[config.mk]
export PLATFORM = sky130hd
export DESIGN_NAME = unit_err_logger
export DESIGN_NICKNAME = d
export VERILOG_FILES = /design/src/rtl/uel_pkg.sv /design/src/rtl/uel_clear_decode.sv /design/src/rtl/uel_capture.sv /design/src/rtl/uel_severity.sv /design/src/rtl/unit_err_logger.sv
export SDC_FILE = /design/constraint.sdc
export NUM_CORES = 1
export LEC_CHECK = 0
export BUFFER_PORTS_ARGS = -buffer_cell sky130_fd_sc_hd__buf_2
export CAP_MARGIN = 10
export CORE_UTILIZATION = 54
export DETAILED_ROUTE_END_ITERATION = 7
export GPL_TIMING_DRIVEN = 0
export PLACE_DENSITY = 0.81
export SLEW_MARGIN = 20
export SYNTH_ARGS = -nofsm -noshare
export SYNTH_HDL_FRONTEND = slang
export SYNTH_HIERARCHICAL = 1
export SYNTH_SLANG_ARGS = --single-unit
[constraint.sdc]
create_clock -name clk -period 4 [get_ports clk]
set_input_delay 1 -clock clk [delete_from_list [all_inputs] [get_ports clk]]
set_output_delay 1 -clock clk [all_outputs]
set_load 0.005 [all_outputs]
[src/rtl/uel_pkg.sv]
package uel_pkg;
    typedef enum logic {
        SEL_FIRST = 1'b0,
        SEL_NEXT  = 1'b1
    } uel_sel_e;
endpackage

[src/rtl/uel_clear_decode.sv]
module uel_clear_decode #(
    parameter int N_ERR = 8
) (
    input  logic             reg_wr,
    input  logic             reg_addr,
    input  logic [N_ERR-1:0] reg_wdata,
    output logic [N_ERR-1:0] clr_first,
    output logic [N_ERR-1:0] clr_next
);
    import uel_pkg::*;

    always_comb begin
        clr_first = '0;
        clr_next  = '0;
        if (reg_wr) begin
            if (uel_sel_e'(reg_addr) == SEL_FIRST) clr_first = reg_wdata;
            else                                   clr_next  = reg_wdata;
        end
    end
endmodule

[src/rtl/uel_capture.sv]
module uel_capture #(
    parameter int N_ERR = 8
) (
    input  logic             clk,
    input  logic             rst_n,
    input  logic [N_ERR-1:0] err_in,
    input  logic [N_ERR-1:0] clr_first,
    input  logic [N_ERR-1:0] clr_next,
    output logic [N_ERR-1:0] first_q,
    output logic [N_ERR-1:0] next_q
);
    typedef struct packed {
        logic [N_ERR-1:0] first;
        logic [N_ERR-1:0] next;
    } cap_state_t;

    cap_state_t st_d, st_q;
    logic [N_ERR-1:0] first_kept;
    logic [N_ERR-1:0] next_kept;
    logic             locked;

    always_comb begin
        first_kept = st_q.first & ~clr_first;
        next_kept  = st_q.next  & ~clr_next;
        locked     = |first_kept;
        st_d.first = first_kept;
        st_d.next  = next_kept;
        if (locked) st_d.next  = next_kept | err_in;
        else        st_d.first = err_in;
    end

    always_ff @(posedge clk or negedge rst_n) begin
        if (!rst_n) st_q <= '0;
        else        st_q <= st_d;
    end

    assign first_q = st_q.first;
    assign next_q  = st_q.next;
endmodule

[src/rtl/uel_severity.sv]
module uel_severity #(
    parameter int               N_ERR      = 8,
    parameter logic [N_ERR-1:0] FATAL_MASK = 8'hF0
) (
    input  logic [N_ERR-1:0] first_q,
    input  logic [N_ERR-1:0] next_q,
    output logic             sev_fatal,
    output logic             sev_nonfatal
);
    logic [N_ERR-1:0] seen;

    always_comb begin
        seen         = first_q | next_q;
        sev_fatal    = |(seen & FATAL_MASK);
        sev_nonfatal = |(seen & ~FATAL_MASK);
    end
endmodule

[src/rtl/unit_err_logger.sv]
module unit_err_logger #(
    parameter int               N_ERR      = 8,
    parameter logic [N_ERR-1:0] FATAL_MASK = 8'hF0
) (
    input  logic             clk,
    input  logic             rst_n,
    input  logic [N_ERR-1:0] err_in,
    input  logic             reg_wr,
    input  logic             reg_addr,
    input  logic [N_ERR-1:0] reg_wdata,
    output logic [N_ERR-1:0] reg_rdata,
    output logic             sev_fatal,
    output logic             sev_nonfatal
);
    import uel_pkg::*;

    logic [N_ERR-1:0] clr_first;
    logic [N_ERR-1:0] clr_next;
    logic [N_ERR-1:0] first_q;
    logic [N_ERR-1:0] next_q;

    uel_clear_decode #(.N_ERR(N_ERR)) u_dec (
        .reg_wr    (reg_wr),
        .reg_addr  (reg_addr),
        .reg_wdata (reg_wdata),
        .clr_first (clr_first),
        .clr_next  (clr_next)
    );

    uel_capture #(.N_ERR(N_ERR)) u_cap (
        .clk       (clk),
        .rst_n     (rst_n),
        .err_in    (err_in),
        .clr_first (clr_first),
        .clr_next  (clr_next),
        .first_q   (first_q),
        .next_q    (next_q)
    );

    uel_severity #(.N_ERR(N_ERR), .FATAL_MASK(FATAL_MASK)) u_sev (
        .first_q      (first_q),
        .next_q       (next_q),
        .sev_fatal    (sev_fatal),
        .sev_nonfatal (sev_nonfatal)
    );

    assign reg_rdata = (uel_sel_e'(reg_addr) == SEL_FIRST) ? first_q : next_q;
endmodule

== Word level (Yosys, flattened, before mapping) ==
Cells that the tools add are included.

* Flip-flop bits (word level): 16
* Bits in latches: 0
* RAM bits: 0
* ROM bits: 0
* Word-level logic and storage cells: 18
* Memories kept: 0

* $add $sub $neg: 0
* Multiply operators: 0
* Div/mod/pow operators: 0
* $lt $le $gt $ge: 0
* Equality and inequality tests: 0
* Shift operators: 0
* Muxes and demuxes: 7
* Bitwise gates (word level): 6
* Reductions and logical operators: 3

{| class="wikitable"
|+ Operators with widths
! kind !! number
|-
| 2-to-1 mux 8 bit || 7
|-
| bitwise AND 8 bit || 2
|-
| inverter 8 bit || 2
|-
| OR 8 bit || 2
|-
| OR reduction 4 bit || 2
|-
| OR reduction 8 bit || 1
|}

== Logic depth before layout (Yosys ltp) ==
Gate-level depths: netlist of run 1.

* Depth in word-level cells: 6
* Depth in mapped cells: 7

== Modules after synthesis ==
The synthesis of run 1 kept the hierarchy.

{| class="wikitable"
|+ By module, submodules not included
! module !! times used !! cells an instance !! area an instance (µm²)
|-
| uel_capture || 1 || 54 || 681.9
|-
| uel_clear_decode || 1 || 18 || 147.6
|-
| unit_err_logger || 1 || 9 || 131.4
|-
| uel_severity || 1 || 6 || 32.5
|}

== Least setup slack after synthesis of run 1 ==
Ideal clock, no wire load.

* Path type: input to output
* Start: input port reg_addr
* End: output port reg_rdata[0]
* Data arrival time: 1.428 ns
* Slack: 1.572 ns
* Cell stages on the path: 2
* Cell sequence: buf_6 -> mux2_4

* Longest elaborated chain between the ends: 1

{| class="wikitable"
|+ RTL lines
! what !! line !! RTL
|-
| start, declared || unit_err_logger.sv:9 || <nowiki>input logic reg_addr,</nowiki>
|-
| 2-to-1 mux 8 bit || unit_err_logger.sv:47 || <nowiki>assign reg_rdata = (uel_sel_e'(reg_addr) == SEL_FIRST) ? first_q : next_q;</nowiki>
|-
| end, declared || unit_err_logger.sv:11 || <nowiki>output logic [N_ERR-1:0] reg_rdata,</nowiki>
|}

No other way between the ends.

== Final worst setup path of run 1 ==
* Start: input port reg_addr
* End: output port reg_rdata[5]

Same word-level chain as after synthesis.

==> results.yml, run 1 <==
power_and_ir_drop:
  powerDensity_mw_per_mm2: 531.9
  power_leakage_uw: 0.0006419
  vdd.ir_drop.worst_mv: 0.2797
cts:
  post_cts_resized: 0
  clkTransAtPathRegs_ps: 80
  clockBufferDepth: 2
  htree_levels: 1
  cts_setup_buffers: 0
  cts.sinks: 16
  cts_tree: "yes"
  clk_latency_ps: 280
  cts_inserted_buffers: 3
  cts_hold_buf: 0
  cts_root_buf: "clkbuf_4"
floorplan:
  initial_core_util: 0.5754
  dieArea_mm2: 0.002015
  die_y_um: 44.89
  die-width_um: 44.89
  ios: 30
  std_cell_rows: 15
  core_area_mm2: 0.001727
timing:
  hold_violations: 0
  fin_crit_sh: 0.6946
  rsz0062_at_grt: "no"
  finalHoldWorstSlack_ps: 549.0
  slew-limit-headroom: 0.7577
  fin_setup_tns_ps: 0
  timing.final.ws_setup_ps: 1222
  finalSetupViolations: 0
  tightest_slew_ps: 363.4
  fin_worst_skew_ps: 7.137
  finalCriticalPeriod_ps: 2778
  fmax_mhz: 359.9
  finalMaxSlewViolations: 0
setup_path:
  r2r_cells: 4
  endpoint: "reg_rdata[5]"
  arrival_ps: 1780
  r2r-start: "u_cap/first_q[0]"
  regToRegSetupSlack_ps: 2560
  endpoint_kind: "output pin"
  crit_fanout: 8
  cp.required_ps: 3000
  crit_type: "input pin to output pin"
  cp-startpoint: "reg_addr"
  critPathLaunchType: "input pin"
  reg2reg_to: "u_cap/next_q[1]"
outcome:
  status: "completed"
min_path:
  hp-class: "flip-flop to flip-flop"
synth:
  synth_area_per_cell_um2: 11.42
  synth.mux.area_fraction: 0.1209
  ys_seq_elements: 16
  ys_seq_area_frac: 0.4030
  synth_xor_xnor_area_share: 0
  synth_simple_gate_area_share: 0.2695
  syn_inst: 87
  synth_warnings: 6
  synth_top_family_by_area: "simple AND/OR/NAND/NOR gates"
  synth_fp_nets: 107
  synth_compound_area_frac: 0.1310
  synth.cell_area_um2: 993.5
  ys_types: 17
  synth_fa_ha_area_frac: 0
placement:
  pre_cts_slack_ps: 1213
  port_buffers: 29
  hpwl_um: 1494
  place_inst: 141
  place.gp.congestion: 0.7544
global_routing:
  grt_first_pass_wirelength_um: 3298
  grt_pass1_vias: 732
  grt_max_degree: 17
  overflow: 0
  grtUsageTotal: 0.2316
  antenna_found_initial: 0
drt:
  first_pass_iters: 4
  wire_per_inst_um: 13.98
  drt_iter0_markers: 13
  routed_wl_um: 2013
  via_count: 802
  via_per_inst: 5.569
  drc_errors: 0
  ant_nets: 0
layout:
  final_cell_mix: "buf_2, dfrtp_1"
  final_cell_count_no_fill: 144
  diodes: 0
  layout_commonest_cell: "buf_2"
  drive_above_1_share: 0.4370
  syn2layout_area_growth_pct: 20.02
  final_nets: 141
  n_fill_cell: 150
flow_run:
  drv_cap: 0
==> area by class of cell <==
type	instances	area, um2	share of cell area
multi-input cells	59	518.0	0.4344
flip-flops and latches	16	400.4	0.3358
repair buffers	29	145.1	0.1217
plain buffers	4	45.04	0.03778
well taps	25	31.28	0.02623
inverters	8	30.03	0.02518
clock buffers	3	22.52	0.01889
==> per-layer routing <==
metal  vias up  GRT usage  share of wire
li1        382          -              -
met1       396     0.3136           0.47
met2        22     0.3735           0.49
met3         2    0.02400          0.035
met4         0     0.1091         0.0050
met5         -          0              0
==> worst min-delay path by stage <==
stage	start	endpoint	slack, ps	cells past startpoint
after floorplan	u_cap/next_q[0]	u_cap/next_q[0]	500	1
after global placement	u_cap/next_q[2]	u_cap/next_q[2]	510	1
after detailed placement	u_cap/next_q[7]	u_cap/next_q[7]	520	1
after CTS	u_cap/next_q[2]	u_cap/next_q[2]	550	1
after global routing	u_cap/next_q[7]	u_cap/next_q[7]	560	1
final	u_cap/next_q[0]	u_cap/next_q[0]	550	1
==> cells by family after synthesis <==
logic type,after synthesis
compound gates,16
simple gates,35
flops,16
buf+inv,12
mux,8
==> where the power goes <==
part / internal, uW / total [uW] / switching (uW)
clock network: 34.9 / 83.2 / 48.3
registers: 217 / 258 / 41.2
logic: 168 / 293 / 125
total: 420 / 634 / 214
==> critical path, cell delays in order <==
cell and delay [ps]:
buf_2 160, buf_6 190, mux2_4 310, buf_2 120
==> state kept, by name, indices dropped and copies added (netlist names) <==
signal and flops:
u_cap/first_q 8, u_cap/next_q 8
==> synthesized netlist by cell type <==
library cell  number  area [um2]
and3_2             2       15.01
nand3_2            1       10.01
nor2_1             2       7.510
a22o_1             8       70.07
nand2_1            2       7.510
nor4_4             1       21.27
buf_6              4       45.04
nor2b_1            6       37.54
and3b_2            2       20.02
a21o_1             8       60.06
mux2_4             8       120.1
nor2b_4            2       27.53
inv_1              8       30.03
and3b_1            6       52.55
and3_1             7       43.79
nor4_1             4       25.02
dfrtp_1           16       400.4
==> through the flow <==
step                  util  power, uW  area [um2]
floorplan                -      469.8       993.5
global placement    0.6775      545.2        1170
detailed placement  0.6775      554.2        1170
CTS                 0.6906      638.3        1192
global route        0.6906      679.5        1192
finish              0.6906      634.3        1192
Power figures use the tool's default switching activity.
==> inputs of run 2 (changes only) <==
--- a/config.mk
+++ b/config.mk
@@ -5,12 +5,13 @@
 export SDC_FILE = /design/constraint.sdc
 export NUM_CORES = 1
 export LEC_CHECK = 0
+export ABC_AREA = 1
 export BUFFER_PORTS_ARGS = -buffer_cell sky130_fd_sc_hd__buf_2
 export CAP_MARGIN = 10
-export CORE_UTILIZATION = 54
+export CORE_UTILIZATION = 45
 export DETAILED_ROUTE_END_ITERATION = 7
 export GPL_TIMING_DRIVEN = 0
-export PLACE_DENSITY = 0.81
+export PLACE_DENSITY = 0.72
 export SLEW_MARGIN = 20
 export SYNTH_ARGS = -nofsm -noshare
 export SYNTH_HDL_FRONTEND = slang
==> constraint.sdc (replaced) <==
create_clock -name clk -period 2.3 [get_ports clk]
set_input_delay 0.575 -clock clk [delete_from_list [all_inputs] [get_ports clk]]
set_output_delay 0.575 -clock clk [all_outputs]
set_load 0.005 [all_outputs]
==> results.yml, run 2 <==
outcome:
  status: "completed"
global_routing:
  grt_first_pass_wirelength_um: 3912
  grtUsageTotal: 0.2077
  antenna_found_initial: 0
  grt_max_degree: 17
  overflow: 0
  grt_pass1_vias: 947
floorplan:
  die_y_um: 49.93
  die-width_um: 49.93
  std_cell_rows: 16
  ios: 30
  dieArea_mm2: 0.002493
  initial_core_util: 0.5012
  core_area_mm2: 0.002062
power_and_ir_drop:
  power_leakage_uw: 0.0007904
  vdd.ir_drop.worst_mv: 0.5634
  powerDensity_mw_per_mm2: 909.6
synth:
  synth_top_area_frac: 0.3874
  ys_seq_area_frac: 0.3874
  synthArstFlopShare: 1.000
  yosys-top-cells-area: "dfrtp_1, nand2_1, inv_1, nor2_1, nand3_1"
  syn_inst: 170
  synth_fp_nets: 190
  synth_area_leader_cell: "dfrtp_1"
  synth.top_cells.by_count: "nand2_1, inv_1, nor2_1, dfrtp_1, nand3_1"
  synth-edff-count: 0
  synthFlopType: "dfrtp_1"
  synth_warnings: 6
  ys_types: 10
  synth.cell_area_mm2: 0.001033
  synth_area_per_cell_um2: 6.079
  yosysMostFrequentCell: "nand2_1"
  ys_seq_elements: 16
setup_path:
  crit_type: "input pin to output pin"
  arrival_ps: 1200
  crit_fanout: 9
  cp.required_ps: 1730
  endpoint_kind: "output pin"
  critPathLaunchType: "input pin"
cts:
  post_cts_resized: 0
  htree_levels: 1
  cts_hold_buf: 0
  clk_latency_ps: 280
  cts_tree: "yes"
  cts.sinks: 16
  cts_root_buf: "clkbuf_4"
  clkTransAtPathRegs_ps: 90
  cts_setup_buffers: 0
  clockBufferDepth: 2
  cts_inserted_buffers: 3
layout:
  diodes: 0
  final_cell_mix: "nand2_1, inv_1, buf_2"
  final_nets: 224
  fin_area_mm2: 0.001235
  n_fill_cell: 201
  drive_above_1_share: 0.2129
  syn2layout_area_growth_pct: 19.49
  layout_commonest_cell: "nand2_1"
  finish.utilization: 0.5989
drt:
  drt_iter0_markers: 36
  via_per_inst: 4.450
  drc_errors: 0
  first_pass_iters: 4
  wire_per_inst_um: 9.926
  ant_nets: 0
  via_count: 1019
  routed_wl_um: 2273
placement:
  port_buffers: 29
  hpwl_um: 1639
  place.gp.congestion: 0.8004
  placed_area_mm2: 0.001212
timing:
  tightest_slew_ps: 366.9
  fin_crit_sh: 0.7731
  fmax_mhz: 562.4
  rsz0062_at_grt: "no"
  fin_setup_tns_ps: 0
  slew-limit-headroom: 0.7554
  fin_worst_skew_ps: 1.672
  finalMaxSlewViolations: 0
  hold_violations: 0
  finalCriticalPeriod_ps: 1778
  finalSetupViolations: 0
min_path:
  hp-class: "input pin to async pin"
flow_run:
  drv_cap: 0
[run 2: cell count changes in the layout (fill, tap and decap cells not counted), sizes merged, moves of 7 or more]
cell / before / now
inv: 8 / 42
mux2: 8 / 0
and3: 9 / 0
a22o: 8 / 0
nand2: 2 / 81
nand3: 1 / 8
and3b: 8 / 0
nor2b: 8 / 0
a21o: 8 / 0
nor2: 2 / 22
[run 2: critical path, cell delays in order]
cell     delay [ps]
buf_2           120
buf_6           140
inv_2           130
nand2_1          70
nand2_1          60
buf_2           110
[run 2: path summary, 6_finish.rpt]
check | startpoint | slack [ps] | end | cells past startpoint
worst max-delay path | reg_addr | 520 | reg_rdata[7] | 6
worst min-delay path | rst_n | 190 | u_cap/next_q[6] | 1
worst max register to register | u_cap/first_q[4] | 1090 | u_cap/next_q[4] | 6
worst min register to register | u_cap/next_q[6] | 510 | u_cap/next_q[6] | 2
max in group asynchronous | rst_n | 1840 | u_cap/next_q[7] | 1
min in group clk | err_in[1] | 500 | u_cap/next_q[1] | 3
[run 2: cell families after synthesis]
group	count (synthesis)	synth area share
simple gates	111	0.4492
buf+inv	43	0.1634
flops	16	0.3874
[run 2: area by class of cell]
cell class	instances	area (um2)	area share
multi-input combinational	111	464.2	0.3759
clock buffer	3	22.52	0.01824
buffer	1	11.26	0.009119
sequential	16	400.4	0.3242
inverter	42	157.7	0.1277
timing repair buffer	29	145.1	0.1175
tap	27	33.78	0.02736
[run 2: routing by layer]
metal,GRT usage,vias up,part of all wire
li1,-,544,-
met1,0.2636,447,0.45
met2,0.3559,26,0.51
met3,0.02160,2,0.032
met4,0.08571,0,0.0062
met5,0,-,0
[run 2: report_power, final]
part           leakage (uW)  switching [uW]  total, uW  internal [uW]
Sequential         0.000178            73.5        450            377
Clock             0.0000138            85.3        146           60.7
Combinational      0.000598             340        527            187
[run 2: through the flow]
step                      hold slack [ps]  std cells  setup slack [ps]  power [uW]
after floorplan                     279.4        170             791.0       828.6
after global routing                210.2        229             448.7        1220
final                               193.1        229             521.9        1123
after CTS                           193.6        229             510.8        1130
after global placement              483.4        226             389.1       957.6
after detailed placement            489.7        226             368.0       979.7
==> inputs of run 3 (changes only) <==
==> constraint.sdc (replaced) <==
create_clock -name clk -period 1.5 [get_ports clk]
set_input_delay 0.375 -clock clk [delete_from_list [all_inputs] [get_ports clk]]
set_output_delay 0.375 -clock clk [all_outputs]
set_load 0.005 [all_outputs]
==> results.yml, run 3 (same netlist as run 2, synthesis figures left out) <==
outcome:
  status: "completed"
layout:
  final_cell_count_no_fill: 236
  diodes: 0
  final_cell_mix: "nand2_1, inv_1, buf_2"
  drive_above_1_share: 0.2392
  layout_commonest_cell: "nand2_1"
  syn2layout_area_growth_pct: 25.06
  final_nets: 231
  finish.utilization: 0.6268
power_and_ir_drop:
  total_power_uw: 1841
  swShare: 0.4244
  vdd.ir_drop.worst_mv: 0.8562
  internal-power_uw: 1060
  power_frac_seq: 0.371
  combPwrFrac: 0.509
  p_clk_frac: 0.119
  powerDensity_mw_per_mm2: 1424
  p_switching_uw: 781.1
  power_leakage_uw: 0.0008238
floorplan:
  std_cell_rows: 16
  ios: 30
  core_area_mm2: 0.002062
  initial_core_util: 0.5012
  dieArea_mm2: 0.002493
  die_y_um: 49.93
  die-width_um: 49.93
setup_path:
  r2r-start: "u_cap/first_q[1]"
  crit_fanout: 3
  r2r_cells: 7
  cp.required_ps: 1120
  regToRegSetupSlack_ps: 230
  critPathLaunchType: "flip-flop"
  endpoint_kind: "output pin"
  reg2reg_to: "u_cap/next_q[4]"
  arrival_ps: 1060
  crit_type: "flip-flop to output pin"
cts:
  cts.sinks: 16
  clkTransAtPathRegs_ps: 90
  cts_tree: "yes"
  clockBufferDepth: 2
  cts_root_buf: "clkbuf_4"
  clk_latency_ps: 280
  cts_inserted_buffers: 3
  htree_levels: 1
global_routing:
  overflow: 0
  grt_first_pass_wirelength_um: 3953
  grt_max_degree: 17
  antenna_found_initial: 0
  grt_pass1_vias: 956
  grtUsageTotal: 0.2096
timing:
  finalCriticalPeriod_ps: 1437
  fin_worst_skew_ps: 6.182
  fmax_mhz: 695.7
  fin_setup_tns_ps: 0
  tightest_slew_ps: 372.5
  hold_violations: 0
  rsz0062_at_grt: "yes"
  finalMaxSlewViolations: 0
  finalSetupViolations: 0
  fin_crit_sh: 0.9583
  timing.final.ws_setup_ps: 62.57
  slew-limit-headroom: 0.7517
min_path:
  hp-start: "err_in[7]"
  hold_path_depth: 3
  hold_end: "u_cap/next_q[7]"
  hp-class: "input pin to flip-flop"
placement:
  place_inst: 226
  pre_cts_slack_ps: -232.0
  place.gp.congestion: 0.8004
  hpwl_um: 1639
  port_buffers: 29
drt:
  first_pass_iters: 4
  via_count: 1054
  routed_wl_um: 2310
  ant_nets: 0
  drc_errors: 0
  via_per_inst: 4.466
  drt_iter0_markers: 17
  wire_per_inst_um: 9.788
flow_run:
  drv_cap: 0
run 3: changes by cell type in the layout (fill, tap and decap cells not counted), sizes merged:
cell         previous run  this run
buf                    30        36
dlygate4sd3             0         1
run 3: layer usage:
layer | share of wire | wire, um | GRT usage
met5 | 0 | 0 | 0
met4 | 0.0061 | 14 | 0.08571
met3 | 0.024 | 56 | 0.02160
met2 | 0.52 | 1196 | 0.3604
met1 | 0.45 | 1042 | 0.2655
run 3: worst max-delay path by stage:
stage / from / endpoint / slack, ps / depth (start not counted)
5_1_grt: u_cap/next_q[1] / sev_nonfatal / -20 / 5
6_report: u_cap/first_q[6] / sev_fatal / 60 / 5
3_5_place_dp: reg_addr / u_cap/next_q[4] / -230 / 11
2_1_floorplan: reg_addr / u_cap/next_q[0] / 190 / 10
4_1_cts: u_cap/first_q[0] / sev_nonfatal / 30 / 5
3_3_place_gp: reg_addr / u_cap/next_q[1] / -210 / 11
run 3: power by group through the flow:
stage          registers [uW]  logic (uW)  clock network (uW)
3_3_place_gp              688         780                   0
5_1_grt                   698        1050                 254
2_1_floorplan             679         592                   0
4_1_cts                   691         811                 233
6_report                  684         938                 219
3_5_place_dp              700         802                   0
run 3: final cells by class:
| cell class | count | area, um2 |
|---|---|---|
| fillers | 191 | 769.5 |
| multi-input cells | 111 | 466.7 |
| flip-flops and latches | 16 | 400.4 |
| repair buffers | 36 | 200.2 |
| inverters | 42 | 157.7 |
| well taps | 27 | 33.78 |
| clock buffers | 3 | 22.52 |
| plain buffers | 1 | 11.26 |
run 3: per-stage QoR:
step,hold slack [ps],cell area (um2)
floorplan,79.41,1033
global placement,300.0,1212
detailed placement,307.3,1212
CTS,287.9,1245
global route,290.9,1292
finish,296.6,1292
run 3: worst max-delay path, stage by stage, from the launching register on:
cell and delay, ps:
dfrtp_1 410, inv_1 60, nand2_1 50, nor2_1 90, nand2_1 50, buf_2 120
run 3: what timing repair did:
item,4_1_cts,5_1_grt
hold endpoints to repair,16,0
setup endpoints to repair,0,10
resized for setup,0,1
buffers inserted,0,6
hold buffers,1,0
